**src/rtl/prio_irq_pkg.sv**
```systemverilog
package prio_irq_pkg;
  localparam int unsigned LINES = 16;

  localparam logic [7:0] OFF_TIER   = 8'h00;
  localparam logic [7:0] OFF_LATCH  = 8'h04;
  localparam logic [7:0] OFF_FALIAS = 8'h08;
  localparam logic [7:0] OFF_CLR    = 8'h0C;
  localparam logic [7:0] OFF_STAT   = 8'h10;
  localparam logic [7:0] OFF_BCAST  = 8'h14;

  typedef enum logic [3:0] {
    K_NONE, K_TIER, K_LATCH, K_FALIAS, K_CLR, K_STAT, K_BCAST,
    K_MASK, K_FORCE, K_SPARE
  } reg_kind_t;

  function automatic logic [3:0] top_bit(input logic [LINES-1:0] v);
    logic [3:0] r;
    r = 4'd0;
    for (int i = 1; i < LINES; i++)
      if (v[i]) r = 4'(i);
    return r;
  endfunction
endpackage

```
**src/rtl/irq_bus_decode.sv**
```systemverilog
module irq_bus_decode
  import prio_irq_pkg::*;
#(
  parameter int NCPU = 4,
  localparam int CW = (NCPU > 1) ? $clog2(NCPU) : 1
) (
  input  logic [7:0]    off,
  output reg_kind_t     kind,
  output logic [CW-1:0] cpu
);
  logic idx_ok;
  assign idx_ok = (32'(off[5:2]) < NCPU);
  assign cpu    = CW'(off[5:2]);

  always_comb begin
    kind = K_NONE;
    if (off[1:0] == 2'b00) begin
      unique case (off[7:6])
        2'b00: begin
          case (off)
            OFF_TIER:   kind = K_TIER;
            OFF_LATCH:  kind = K_LATCH;
            OFF_FALIAS: kind = K_FALIAS;
            OFF_CLR:    kind = K_CLR;
            OFF_STAT:   kind = K_STAT;
            OFF_BCAST:  kind = K_BCAST;
            default:    kind = K_NONE;
          endcase
        end
        2'b01: if (idx_ok) kind = K_MASK;
        2'b10: if (idx_ok) kind = K_FORCE;
        2'b11: if (idx_ok) kind = K_SPARE;
        default: kind = K_NONE;
      endcase
    end
  end
endmodule

```
**src/rtl/irq_edge_capture.sv**
```systemverilog
module irq_edge_capture
  import prio_irq_pkg::*;
(
  input  logic             clk,
  input  logic             rst,
  input  logic [LINES-1:0] irq_in,
  input  logic [LINES-1:0] bcast,
  output logic [LINES-1:0] to_latch,
  output logic [LINES-1:0] to_force
);
  logic [LINES-1:0] prev_q;
  logic [LINES-1:0] rise;

  always_ff @(posedge clk) begin
    if (rst) prev_q <= '0;
    else     prev_q <= irq_in;
  end

  assign rise     = irq_in & ~prev_q & {{(LINES-1){1'b1}}, 1'b0};
  assign to_latch = rise & ~bcast;
  assign to_force = rise & bcast;
endmodule

```
**src/rtl/irq_cpu_bank.sv**
```systemverilog
module irq_cpu_bank
  import prio_irq_pkg::*;
#(
  parameter int NCPU = 4,
  localparam int CW = (NCPU > 1) ? $clog2(NCPU) : 1
) (
  input  logic             clk,
  input  logic             rst,
  input  logic             wr_mask,
  input  logic             wr_force,
  input  logic             wr_spare,
  input  logic             wr_alias,
  input  logic [CW-1:0]    sel,
  input  logic [31:0]      wdata,
  input  logic [LINES-1:0] ack_clr,
  input  logic [LINES-1:0] bcast_set,
  output logic [31:0]      mask0,
  output logic [LINES-1:0] force0,
  output logic [31:0]      mask_rd,
  output logic [LINES-1:0] force_rd,
  output logic [3:0]       spare_rd
);
  logic [31:0]      mask_arr  [NCPU];
  logic [LINES-1:0] force_arr [NCPU];
  logic [3:0]       spare_arr [NCPU];
  logic [LINES-1:0] set_bits, clr_bits;
  wire unused_wbits = &{1'b0, wdata[16], wdata[0]};

  assign set_bits = {wdata[15:1], 1'b0};
  assign clr_bits = {wdata[31:17], 1'b0};

  for (genvar c = 0; c < NCPU; c++) begin : g_cpu
    logic [31:0]      mask_q;
    logic [LINES-1:0] force_q, force_nxt;
    logic [3:0]       spare_q;
    logic             hit;
    assign hit = (sel == CW'(c));

    always_comb begin
      force_nxt = force_q;
      if (wr_force && hit) force_nxt = (force_q | set_bits) & ~clr_bits;
      if (c == 0) begin
        if (wr_alias) force_nxt = set_bits;
        force_nxt = force_nxt & ~ack_clr;
      end
      force_nxt = force_nxt | bcast_set;
    end

    always_ff @(posedge clk) begin
      if (rst) begin
        mask_q  <= '0;
        force_q <= '0;
        spare_q <= '0;
      end else begin
        if (wr_mask && hit)  mask_q  <= {wdata[31:1], 1'b0};
        if (wr_spare && hit) spare_q <= wdata[3:0];
        force_q <= force_nxt;
      end
    end

    assign mask_arr[c]  = mask_q;
    assign force_arr[c] = force_q;
    assign spare_arr[c] = spare_q;
  end

  assign mask0    = mask_arr[0];
  assign force0   = force_arr[0];
  assign mask_rd  = mask_arr[sel];
  assign force_rd = force_arr[sel];
  assign spare_rd = spare_arr[sel];
endmodule

```
**src/rtl/irq_prio_select.sv**
```systemverilog
module irq_prio_select
  import prio_irq_pkg::*;
(
  input  logic             clk,
  input  logic             rst,
  input  logic [LINES-1:0] active,
  input  logic [LINES-1:0] tier,
  output logic [3:0]       level
);
  logic [LINES-1:0] urgent, normal, chosen;
  assign urgent = active & tier;
  assign normal = active & ~tier;
  assign chosen = (|urgent) ? urgent : normal;

  always_ff @(posedge clk) begin
    if (rst) level <= 4'd0;
    else     level <= top_bit(chosen);
  end
endmodule

```
**src/rtl/prio_irq_ctrl.sv**
```systemverilog
module prio_irq_ctrl
  import prio_irq_pkg::*;
#(
  parameter int NCPU = 4,
  localparam int CW = (NCPU > 1) ? $clog2(NCPU) : 1
) (
  input  logic        clk,
  input  logic        rst,
  input  logic [15:0] irq_in,
  input  logic        bus_req,
  input  logic        bus_we,
  input  logic [31:0] bus_addr,
  input  logic [3:0]  bus_be,
  input  logic [31:0] bus_wdata,
  output logic [31:0] bus_rdata,
  input  logic        ack_valid,
  input  logic [4:0]  ack_num,
  output logic [3:0]  irq_level
);
  reg_kind_t        kind;
  logic [CW-1:0]    cpu;
  logic             full, wr, rd;
  logic [LINES-1:0] latch_q, tier_q, bcast_q;
  logic [LINES-1:0] to_latch, to_force, ack_clr, clr_bits;
  logic [31:0]      mask0, mask_rd;
  logic [LINES-1:0] force0, force_rd;
  logic [3:0]       spare_rd;
  logic [31:0]      rd_val;
  wire unused_in = &{1'b0, bus_addr[31:8], ack_num[4]};

  irq_bus_decode #(.NCPU(NCPU)) u_dec (
    .off(bus_addr[7:0]), .kind(kind), .cpu(cpu)
  );

  assign full = (bus_be == 4'hF);
  assign wr   = bus_req && bus_we && full;
  assign rd   = bus_req && !bus_we;

  irq_edge_capture u_edge (
    .clk(clk), .rst(rst), .irq_in(irq_in), .bcast(bcast_q),
    .to_latch(to_latch), .to_force(to_force)
  );

  assign ack_clr  = ack_valid ? (LINES'(1) << ack_num[3:0]) : '0;
  assign clr_bits = (wr && kind == K_CLR) ? {bus_wdata[15:1], 1'b0} : '0;

  irq_cpu_bank #(.NCPU(NCPU)) u_bank (
    .clk(clk), .rst(rst),
    .wr_mask (wr && kind == K_MASK),
    .wr_force(wr && kind == K_FORCE),
    .wr_spare(wr && kind == K_SPARE),
    .wr_alias(wr && kind == K_FALIAS),
    .sel(cpu), .wdata(bus_wdata), .ack_clr(ack_clr), .bcast_set(to_force),
    .mask0(mask0), .force0(force0),
    .mask_rd(mask_rd), .force_rd(force_rd), .spare_rd(spare_rd)
  );

  always_ff @(posedge clk) begin
    if (rst) begin
      latch_q <= '0;
      tier_q  <= '0;
      bcast_q <= '0;
    end else begin
      latch_q <= (latch_q & ~clr_bits & ~ack_clr) | to_latch;
      if (wr && kind == K_TIER)  tier_q  <= {bus_wdata[15:1], 1'b0};
      if (wr && kind == K_BCAST) bcast_q <= {bus_wdata[15:1], 1'b0};
    end
  end

  irq_prio_select u_sel (
    .clk(clk), .rst(rst),
    .active((latch_q | force0) & mask0[LINES-1:0]),
    .tier(tier_q), .level(irq_level)
  );

  always_comb begin
    case (kind)
      K_TIER:   rd_val = {16'h0, tier_q};
      K_LATCH:  rd_val = {16'h0, latch_q};
      K_FALIAS: rd_val = {16'h0, force0};
      K_BCAST:  rd_val = {16'h0, bcast_q};
      K_MASK:   rd_val = mask_rd;
      K_FORCE:  rd_val = {16'h0, force_rd};
      K_SPARE:  rd_val = {28'h0, spare_rd};
      default:  rd_val = 32'h0;
    endcase
  end

  always_ff @(posedge clk) begin
    if (rst)     bus_rdata <= 32'h0;
    else if (rd) bus_rdata <= full ? rd_val : 32'h0;
  end
endmodule

```
**config.mk**
```make
export PLATFORM = sky130hd
export DESIGN_NAME = prio_irq_ctrl
export DESIGN_NICKNAME = d
export VERILOG_FILES = /design/src/rtl/prio_irq_pkg.sv /design/src/rtl/irq_bus_decode.sv /design/src/rtl/irq_edge_capture.sv /design/src/rtl/irq_cpu_bank.sv /design/src/rtl/irq_prio_select.sv /design/src/rtl/prio_irq_ctrl.sv
export SDC_FILE = /design/constraint.sdc
export NUM_CORES = 1
export LEC_CHECK = 0
export ABC_CLOCK_PERIOD_IN_PS = 3780
export BUFFER_PORTS_ARGS = -buffer_cell sky130_fd_sc_hd__buf_2
export CAP_MARGIN = 20
export CORE_MARGIN = 2
export CORE_UTILIZATION = 40
export CTS_CLUSTER_DIAMETER = 40
export DETAILED_ROUTE_END_ITERATION = 8
export PLACE_DENSITY_LB_ADDON = 0.08
export SYNTH_ARGS = -nofsm -noshare
export SYNTH_HDL_FRONTEND = slang
export SYNTH_SLANG_ARGS = --single-unit
```
**constraint.sdc**
```tcl
create_clock -name clk -period 3.78 [get_ports clk]
set_input_delay 0.189 -clock clk [delete_from_list [all_inputs] [get_ports clk]]
set_output_delay 0.189 -clock clk [all_outputs]
set_load 0.02 [all_outputs]
```
Word level (Yosys, flattened, before mapping)
Index checks and enable logic that the tools add are counted.

cells by class
  order comparisons = 2
  equality and inequality tests = 20
  shift-type cells = 1
  mux-type cells = 40
  bitwise logic cells = 30
  reduce and logical (&&, ||, !) cells = 28

operators with widths
  kind                                                 count
  case mux 32 bit (7 select lines)                     1
  AND 16 bit                                           13
  2-to-1 mux 16 bit                                    10
  bitwise OR 16 bit                                    10
  2-to-1 mux 32 bit                                    3
  NOT 16 bit                                           6
  binary-select mux 32 bit (select 2 bit)              1
  2-to-1 mux 4 bit                                     13
  binary-select mux 16 bit (select 2 bit)              1
  logical AND 1 bit                                    22
  case mux 3 bit (6 select lines)                      1
  equality test 8 x 4 -> 1 bit, second input constant  2
  equality test 8 x 5 -> 1 bit, second input constant  2
  case mux 4 bit (4 select lines)                      1
  OR reduction 16 bit                                  1
  << shifter 1 x 4 -> 16 bit, first input constant     1
  2-to-1 mux 3 bit                                     5
  equality test 4 x 3 -> 1 bit, second input constant  3
  equality test 4 bit, second input constant           3
  binary-select mux 4 bit (select 2 bit)               1
  equality test 2 bit, second input constant           4
  equality test 4 x 2 -> 1 bit, second input constant  2
  equality test 8 x 3 -> 1 bit, second input constant  1
  zero test 8 bit                                      1
  other kinds (9)                                      13

word-level totals
  register bits after elaboration = 302
  input bits = 94

Longest topological paths before layout
Gate-level depths: netlist (run 1).

  depth in word-level cells = 20
  depth in mapped cells = 10

Hierarchy
From an unflattened synthesis (run 1), not the netlist that was laid out.

unflattened totals
  cells, all modules = 1573
  area, all modules = 14515.2 sq um

modules (own cells, without submodules)
  module            instances  cells an instance  area each (sq um)  seq. area each (sq um)
  irq_cpu_bank      1          980                9150.0             4083.9
  prio_irq_ctrl     1          456                4126.5             1561.5
  irq_edge_capture  1          64                 695.7              300.3
  irq_prio_select   1          58                 440.4              80.1
  irq_bus_decode    1          15                 102.6              0.0

Worst setup path before layout (run 1)
OpenSTA, ideal clock, no wires.

  path type = in2reg
  from = input port bus_addr[5]
  to = register u_bank.g_cpu[0].mask_q[11] (netlist: u_bank.mask0[11])
  library setup time = 0.128 ns
  data arrival time = 2.314 ns
  data required time = 3.652 ns
  setup slack = 1.339 ns
  stages on the path = 8
  buffers on the path = 2
  cells stage by stage = or4b_4 or3_1 a211o_1 or4_1 clkbuf_1 buf_4 mux2i_1 nor2_1

between the ends
  longest elaborated chain between the ends = 7

RTL lines
  item                                                       line                  text
  start: declaration                                         prio_irq_ctrl.sv:12   input logic [31:0] bus_addr,
  < comparator 4 x 3 -> 1 bit, or another cell as far along  irq_bus_decode.sv:12  assign idx_ok = (32'(off[5:2]) < NCPU);
  2-to-1 mux 4 bit, or another cell as far along             irq_bus_decode.sv:32  2'b11: if (idx_ok) kind = K_SPARE;
  case mux 4 bit (4 select lines) (*)                        irq_bus_decode.sv:18  unique case (off[7:6])
  2-to-1 mux 4 bit (*)                                       irq_bus_decode.sv:17  if (off[1:0] == 2'b00) begin
  equality test 4 x 3 -> 1 bit (*)                           prio_irq_ctrl.sv:49   .wr_mask (wr && kind == K_MASK),
  logical AND 1 bit (*)                                      prio_irq_ctrl.sv:49
  logical AND 1 bit (*)                                      irq_cpu_bank.sv:55    if (wr_mask && hit) mask_q <= {wdata[31:1], 1'b0};
  end signal: assignment                                     irq_cpu_bank.sv:55
  end: declaration                                           irq_cpu_bank.sv:33    logic [31:0] mask_q;

Mark *: on every way between the ends. The rest lies on a longest branch, timed or not.
A chain may end at the register's enable or synchronous reset.

Final worst setup path (run 1)
  from = register u_bank.g_cpu[0].force_q[5] (netlist: u_bank.force0[5])
  to = register u_sel.level[1]

between the ends
  longest elaborated chain between the ends = 19

RTL lines
  item                           line                   text
  start: declaration             irq_cpu_bank.sv:34     logic [LINES-1:0] force_q, force_nxt;
  start signal: assignment       irq_cpu_bank.sv:57     force_q <= force_nxt;
  bitwise OR 16 bit (*)          prio_irq_ctrl.sv:72    .active((latch_q | force0) & mask0[LINES-1:0]),
  AND 16 bit (*)                 prio_irq_ctrl.sv:72
  AND 16 bit                     irq_prio_select.sv:11  assign urgent = active & tier;
  OR reduction 16 bit            irq_prio_select.sv:13  assign chosen = (|urgent) ? urgent : normal;
  2-to-1 mux 16 bit (*)          irq_prio_select.sv:13
  2-to-1 mux 2 bit (2 in a row)  prio_irq_pkg.sv:20     if (v[i]) r = 4'(i);
  2-to-1 mux 3 bit (4 in a row)  prio_irq_pkg.sv:20
  2-to-1 mux 4 bit (7 in a row)  prio_irq_pkg.sv:20
  2-to-1 mux 4 bit (*)           prio_irq_pkg.sv:20
  end signal: assignment         irq_prio_select.sv:17  else level <= top_bit(chosen);
  end: declaration               irq_prio_select.sv:8   output logic [3:0] level

Marked as above.

==> flow_summary.ini, run 1 <==
[outcome]
outcome = finished clean

[critical_path]
cp_max_fo = 15
reg2reg_slack_ps = 610
worstRegToRegCells = 8
path_class = flop to flop
cp.arrival_ps = 3590
cp-start-kind = flop
cp-end-kind = flop
crit-reg2reg-launch = u_bank.force0[5]
worst_ep_required_time_ps = 4200
regToRegEndpoint = u_sel.level[1]

[clock_tree]
cts.sinks = 298
clkTransAtPathRegs_ps = 50
cts_resized = 0
cts_buffers = 50
htreeDepth = 2
cts.path.max_buffers = 3
cts_root_buf = clkbuf_16
clock_latency_ps = 570
cts_tree = done

[pwr]
power_density_mw_per_mm2 = 501.9
leakage_nw = 6.216
max-vdd-ir-drop_v = 0.0002981

[drt]
initialDrtViolationCount = 968
detail-route-antenna-nets = 0
num_vias = 11350
vias_per_cell = 5.578
wirelength_um = 43940
drc = 0
dr.pass1.iters = 6
wl_per_cell_um = 21.59

[synthesis]
async_reset_ff_frac = 0
syn_area_per_cell_sq_um = 9.477
ys_warn_count = 0
synth_cell_types = 60
synth-edff-count = 0
ys.flop_type = dfxtp_1
ys_seq_area_frac = 0.4366
synth_nets = 1536
postSynthCellCount = 1442
yosys_register_bits = 298
synth.cell_area_sq_mm = 0.01367

[worst_hold_path]
hp-start = bus_wdata[30]
hold_path_class = input port to flop
whs_path_depth = 3
whs_endpoint = u_bank.g_cpu[1].mask_q[30]

[timing]
max_freq_mhz = 315.7
setup_viol = 0
setup_slack_ps = 612.0
setup_tns_ps = 0
period_needed_ps = 3168
worst_pin_slew_ps = 1016
drv_slew = 0
period_share = 0.8381
slew-limit-headroom = 0.3220
skew_ps = 12.03
hold_viol = 0
grt_setup_unrepaired = false

[layout]
nets = 1641
drive_gt1_frac = 0.2074
area_growth_pct = 22.59
final_util = 0.4983

[floorplan]
core_area_sq_mm = 0.03362
die_y_um = 188.8
ios = 130
num_rows = 67
die_area_sq_mm = 0.03566
fp.dieW_um = 188.8
initial_core_util = 0.4065

[placed_design]
dp_worst_setup_slack_ps = 491.5
place_hpwl_um = 27790
gp_congestion = 0.8817
place.port_buffers = 103

[global_route]
grt_max_degree = 132
grt_pass1_wl_um = 67170
first_global_vias = 10810
grt-ovfl-total = 0
antenna_found_initial = 1
track_usage = 0.2484

[flow_run]
cap_violations = 0
-- through the flow --
step | power [mW] | cells | area [sq um] | hold slack, ps
6_report | 8.408 | 2035 | 16750 | 19.37
5_1_grt | 8.657 | 2034 | 16750 | 29.75
4_1_cts | 8.480 | 2034 | 16750 | 0.01743
3_5_place_dp | 3.568 | 1911 | 14610 | 431.3
3_3_place_gp | 3.567 | 1911 | 14610 | 425.3
2_1_floorplan | 3.432 | 1442 | 13670 | 317.2
-- worst max-delay path by stage --
stage                           from               end  cells past startpoint
floorplan                bus_addr[5]  u_bank.mask0[11]                      8
detailed placement       bus_addr[7]      bus_rdata[8]                      9
global route        u_bank.force0[5]    u_sel.level[1]                      8
CTS                 u_bank.force0[5]    u_sel.level[1]                      8
finish              u_bank.force0[5]    u_sel.level[1]                      8
global placement         bus_addr[7]      bus_rdata[8]                      9
-- logic make-up after synthesis --
group / Yosys count / synth area share
flip-flops: 298 / 0.4365
multiplexers: 183 / 0.1798
AO/OA/AOI/OAI: 369 / 0.1829
buffers and inverters: 130 / 0.04047
AND/OR/NAND/NOR: 462 / 0.1602
-- placed cells by master (no fill, tap or decap), types with 6 or more instances in the layout --
| master | count |
|---|---|
| dlygate4sd3_1 | 32 |
| inv_1 | 6 |
| nand2b_1 | 16 |
| o21ai_0 | 25 |
| nor3b_1 | 16 |
| o221ai_1 | 24 |
| nand3_1 | 32 |
| o211ai_1 | 12 |
| mux4_2 | 50 |
| a222oi_1 | 13 |
| and2_1 | 6 |
| bufinv_16 | 8 |
| a22o_1 | 13 |
| mux2i_1 | 133 |
| clkinv_4 | 6 |
| nor2_1 | 167 |
| nand3b_1 | 16 |
| nor2_2 | 14 |
| nor2b_1 | 34 |
| a22oi_2 | 10 |
| buf_4 | 42 |
| a22oi_1 | 18 |
| clkbuf_16 | 53 |
| a31oi_1 | 16 |
| nand2_1 | 132 |
| buf_2 | 100 |
| a21o_1 | 47 |
| a21oi_1 | 154 |
| dfxtp_1 | 298 |
-- state kept, by name (all words and copies together), names as in the netlist --
register	cells
u_bank.g_cpu.mask_q	93
u_bank.g_cpu.force_q	45
bus_rdata	32
u_bank.mask0	31
latch_q	16
u_bank.force0	16
u_bank.g_cpu.spare_q	16
bcast_q	15
tier_q	15
u_edge.prev_q	15
u_sel.level	4
-- worst max-delay path, cell delays in order, from the launching register on --
cell      delay (ps)
dfxtp_1          350
o211ai_1         400
nand4_1          320
nor4_2           540
buf_4            350
o221ai_1         270
o311ai_0         190
a311oi_1         150
a311oi_1         450
-- cells in the mapped netlist (3+ instances only) --
master    number  area share
nand2b_1      16      0.0073
dfxtp_1      298        0.44
a31oi_1       16      0.0073
nor3_1         5      0.0018
mux4_2        50       0.082
o31ai_1        3      0.0016
a211o_1        3      0.0019
nand3_1       32       0.012
and2_1         6      0.0027
a22oi_2       10      0.0092
nor3b_1       16      0.0088
a22oi_1       18      0.0099
o211ai_1      12      0.0066
buf_2          7      0.0026
o211a_1        3      0.0022
a222oi_1      13      0.0095
nor2_1       170       0.047
nor2_2        11      0.0050
o221ai_1      24       0.015
nand4_1        5      0.0023
nor2b_1       34       0.016
buf_4         13      0.0071
a22o_1        13      0.0083
nand2_1      132       0.036
o21ai_1        3      0.0011
inv_1          6      0.0016
mux2i_1      133       0.097
a21oi_1      155       0.057
clkbuf_1      99       0.027
buf_1          4      0.0011
o221a_2        3      0.0025
o21a_1         4      0.0022
a221oi_1       4      0.0026
a21o_1        47       0.026
nand3b_1      16      0.0088
nor4_1         3      0.0014
o21ai_0       25      0.0092
-- final cells by class --
cell class / count / area [sq um]
flip-flops and latches: 298 / 5966
diodes: 1 / 2.502
clock inverters: 31 / 424.2
fillers: 3109 / 16860
clock buffers: 60 / 1393
inverters: 6 / 22.52
multi-input cells: 1014 / 7193
well taps: 448 / 560.5
repair buffers: 177 / 1191
-- layer usage --
metal,vias up,share of wire,GRT usage
met5,-,0,0
met1,5493,0.47,0.3524
met4,0,0.018,0.07813
met2,341,0.45,0.3856
li1,5469,-,-
met3,48,0.062,0.04209
-- where the power goes --
part | switching [mW] | internal (mW) | total (mW)
clock | 1.68 | 3.20 | 4.88
combinational | 0.233 | 0.114 | 0.347
sequential | 0.0175 | 3.17 | 3.18
total | 1.93 | 6.48 | 8.41
-- repair_timing --
action | in CTS | in global routing
endpoints found under the setup margin | 0 | 0
buffers inserted | 0 | 0
hold buffers | 32 | 0
hold endpoints to repair | 55 | 0
No activity file was read; power rests on OpenSTA's default activity.
==> inputs of run 2 (changes only) <==
- ABC_CLOCK_PERIOD_IN_PS: 3780 -> 2800
- clock period: 3.78 -> 2.8 ns (I/O delays scaled with it)
==> run 2 against run 1 <==
- highest routed layer is now met5
- critical path depth increased by 1
- clock skew increased by 19 ps
- design area increased by 3.3%
- total power increased by 32%
- first-iteration DRC count decreased by 6.8%
- sequential cell count unchanged
- worst setup slack got worse by 490 ps
==> flow_summary.ini, run 2 (same netlist as run 1, synthesis figures left out) <==
[outcome]
outcome = finished clean

[timing]
drv_slew = 0
setup_viol = 0
slew-limit-headroom = 0.3150
grt_setup_unrepaired = false
hold_viol = 0
setup_slack_ps = 118.4
skew_ps = 30.90
setup_tns_ps = 0
period_share = 0.9577
worst_pin_slew_ps = 1027
period_needed_ps = 2682
max_freq_mhz = 372.9
whs_ps = 58.26

[placed_design]
placed_area_sq_mm = 0.01499
place.port_buffers = 103
dp.cells = 1943
place_hpwl_um = 28680
gp_congestion = 0.8901
dp_worst_setup_slack_ps = 23.49

[critical_path]
path_class = flop to flop
cp.arrival_ps = 3170
reg2reg_slack_ps = 120
worst_ep_required_time_ps = 3280
cpPeakStageDelay_ps = 440
cp_slowest_cell = a2111o_1
crit_start = u_bank.force0[9]
path_common_cell = buf_4
critPathTopFamily = compound AO/OA/AOI/OAI gates
cp-end-kind = flop
crit-reg2reg-launch = u_bank.force0[9]
path_buf_inv = 2
crit_path_cell_trace = o211a_1 -> a2111o_1 -> nor4_2 -> buf_4 -> buf_4 -> o221ai_1 -> o21ai_0 -> nor2_1 -> a21oi_1
cp_num_cells = 9
regToRegEndpoint = u_sel.level[2]
cp-start-kind = flop
endpoint = u_sel.level[2]
cp_max_fo = 7
worstRegToRegCells = 9

[layout]
drive_gt1_frac = 0.2226
n_fill_cell = 3104
largest_reg_flops = 93
final_util = 0.5149
final_cell_mix = dfxtp_1 (298), nor2_1 (167), a21oi_1 (154)
multi_input_area_sq_mm = 0.007207
area_growth_pct = 26.67
diodes = 0
stdcell_area_sq_mm = 0.01731
regMostFlops = u_bank.g_cpu.mask_q
nets = 1697
top_regs = u_bank.g_cpu.mask_q x93, u_bank.g_cpu.force_q x45, bus_rdata x32
finalNonFillerCells = 2092
layout.cells.most_common = dfxtp_1
final-seq-area_sq_mm = 0.005966

[floorplan]
core_area_sq_mm = 0.03362
num_rows = 67
ios = 130
die_y_um = 188.8
die_area_sq_mm = 0.03566
initial_core_util = 0.4065
fp.dieW_um = 188.8

[global_route]
antenna_found_initial = 1
grt-ovfl-total = 0
grt_pass1_wl_um = 67480
first_global_vias = 11020
track_usage = 0.2484
grt_max_degree = 95

[pwr]
leakage_nw = 6.472
power_density_mw_per_mm2 = 641.1
p_total_mw = 11.10
max-vdd-ir-drop_v = 0.0004710

[clock_tree]
clkTransAtPathRegs_ps = 60
cts.sinks = 298
clock_latency_ps = 590
cts_root_buf = clkbuf_16
cts.path.max_buffers = 3
cts_buffers = 49
cts_tree = done
htreeDepth = 2

[drt]
drc = 0
wl_per_cell_um = 21.29
wirelength_um = 44540
detail-route-antenna-nets = 0
initialDrtViolationCount = 902
dr.pass1.iters = 7
vias_per_cell = 5.582
num_vias = 11680

[flow_run]
cap_violations = 0

[worst_hold_path]
hold_path_class = input port to flop
==> run 2: layout make-up <==
class,count,area share
Clock buffer,53,0.07228
Clock inverter,39,0.02826
Inverter,6,0.001301
Multi-Input combinational cell,1014,0.4163
Sequential cell,298,0.3446
Tap cell,448,0.03238
Timing Repair Buffer,234,0.1048
==> run 2: worst min path at each step <==
stage                     from           endpoint  cells after the start
CTS                 ack_num[1]  u_bank.force0[11]                      4
global placement     irq_in[2]   u_edge.prev_q[2]                      2
floorplan           irq_in[10]  u_edge.prev_q[10]                      1
global route        ack_num[1]         latch_q[7]                      4
finish              ack_num[2]         latch_q[9]                      5
detailed placement  irq_in[11]  u_edge.prev_q[11]                      2
==> run 2: repair_timing <==
item | in CTS | in global routing
setup buffers | 0 | 2
hold buffers | 55 | 0
resized for setup | 0 | 3
endpoints found under the setup margin | 0 | 4
hold endpoints to repair | 230 | 0
==> run 2: worst register-to-register path: cells and delay by family, from the launching register on <==
family	cells	cell delay, ps
AOI/OAI and AO/OA	5	1400
DFF	1	320
buffers and inverters	2	420
and+or+nand+nor	2	450
==> run 2: report_power, final <==
| group | internal, mW | switching [mW] | total (mW) | leakage [nW] |
|---|---|---|---|---|
| clock network | 3.96 | 2.34 | 6.29 | 0.828 |
| registers | 4.27 | 0.0228 | 4.30 | 2.41 |
| logic | 0.183 | 0.324 | 0.507 | 3.24 |
| total | 8.42 | 2.68 | 11.1 | 6.47 |
==> run 2: metal layers <==
metal	GRT usage	vias to the layer above	routed length, um
met2	0.3978	380	20710
li1	-	5580	-
met5	0	-	11
met3	0.04209	56	2702
met1	0.3400	5659	20180
met4	0.08444	2	929
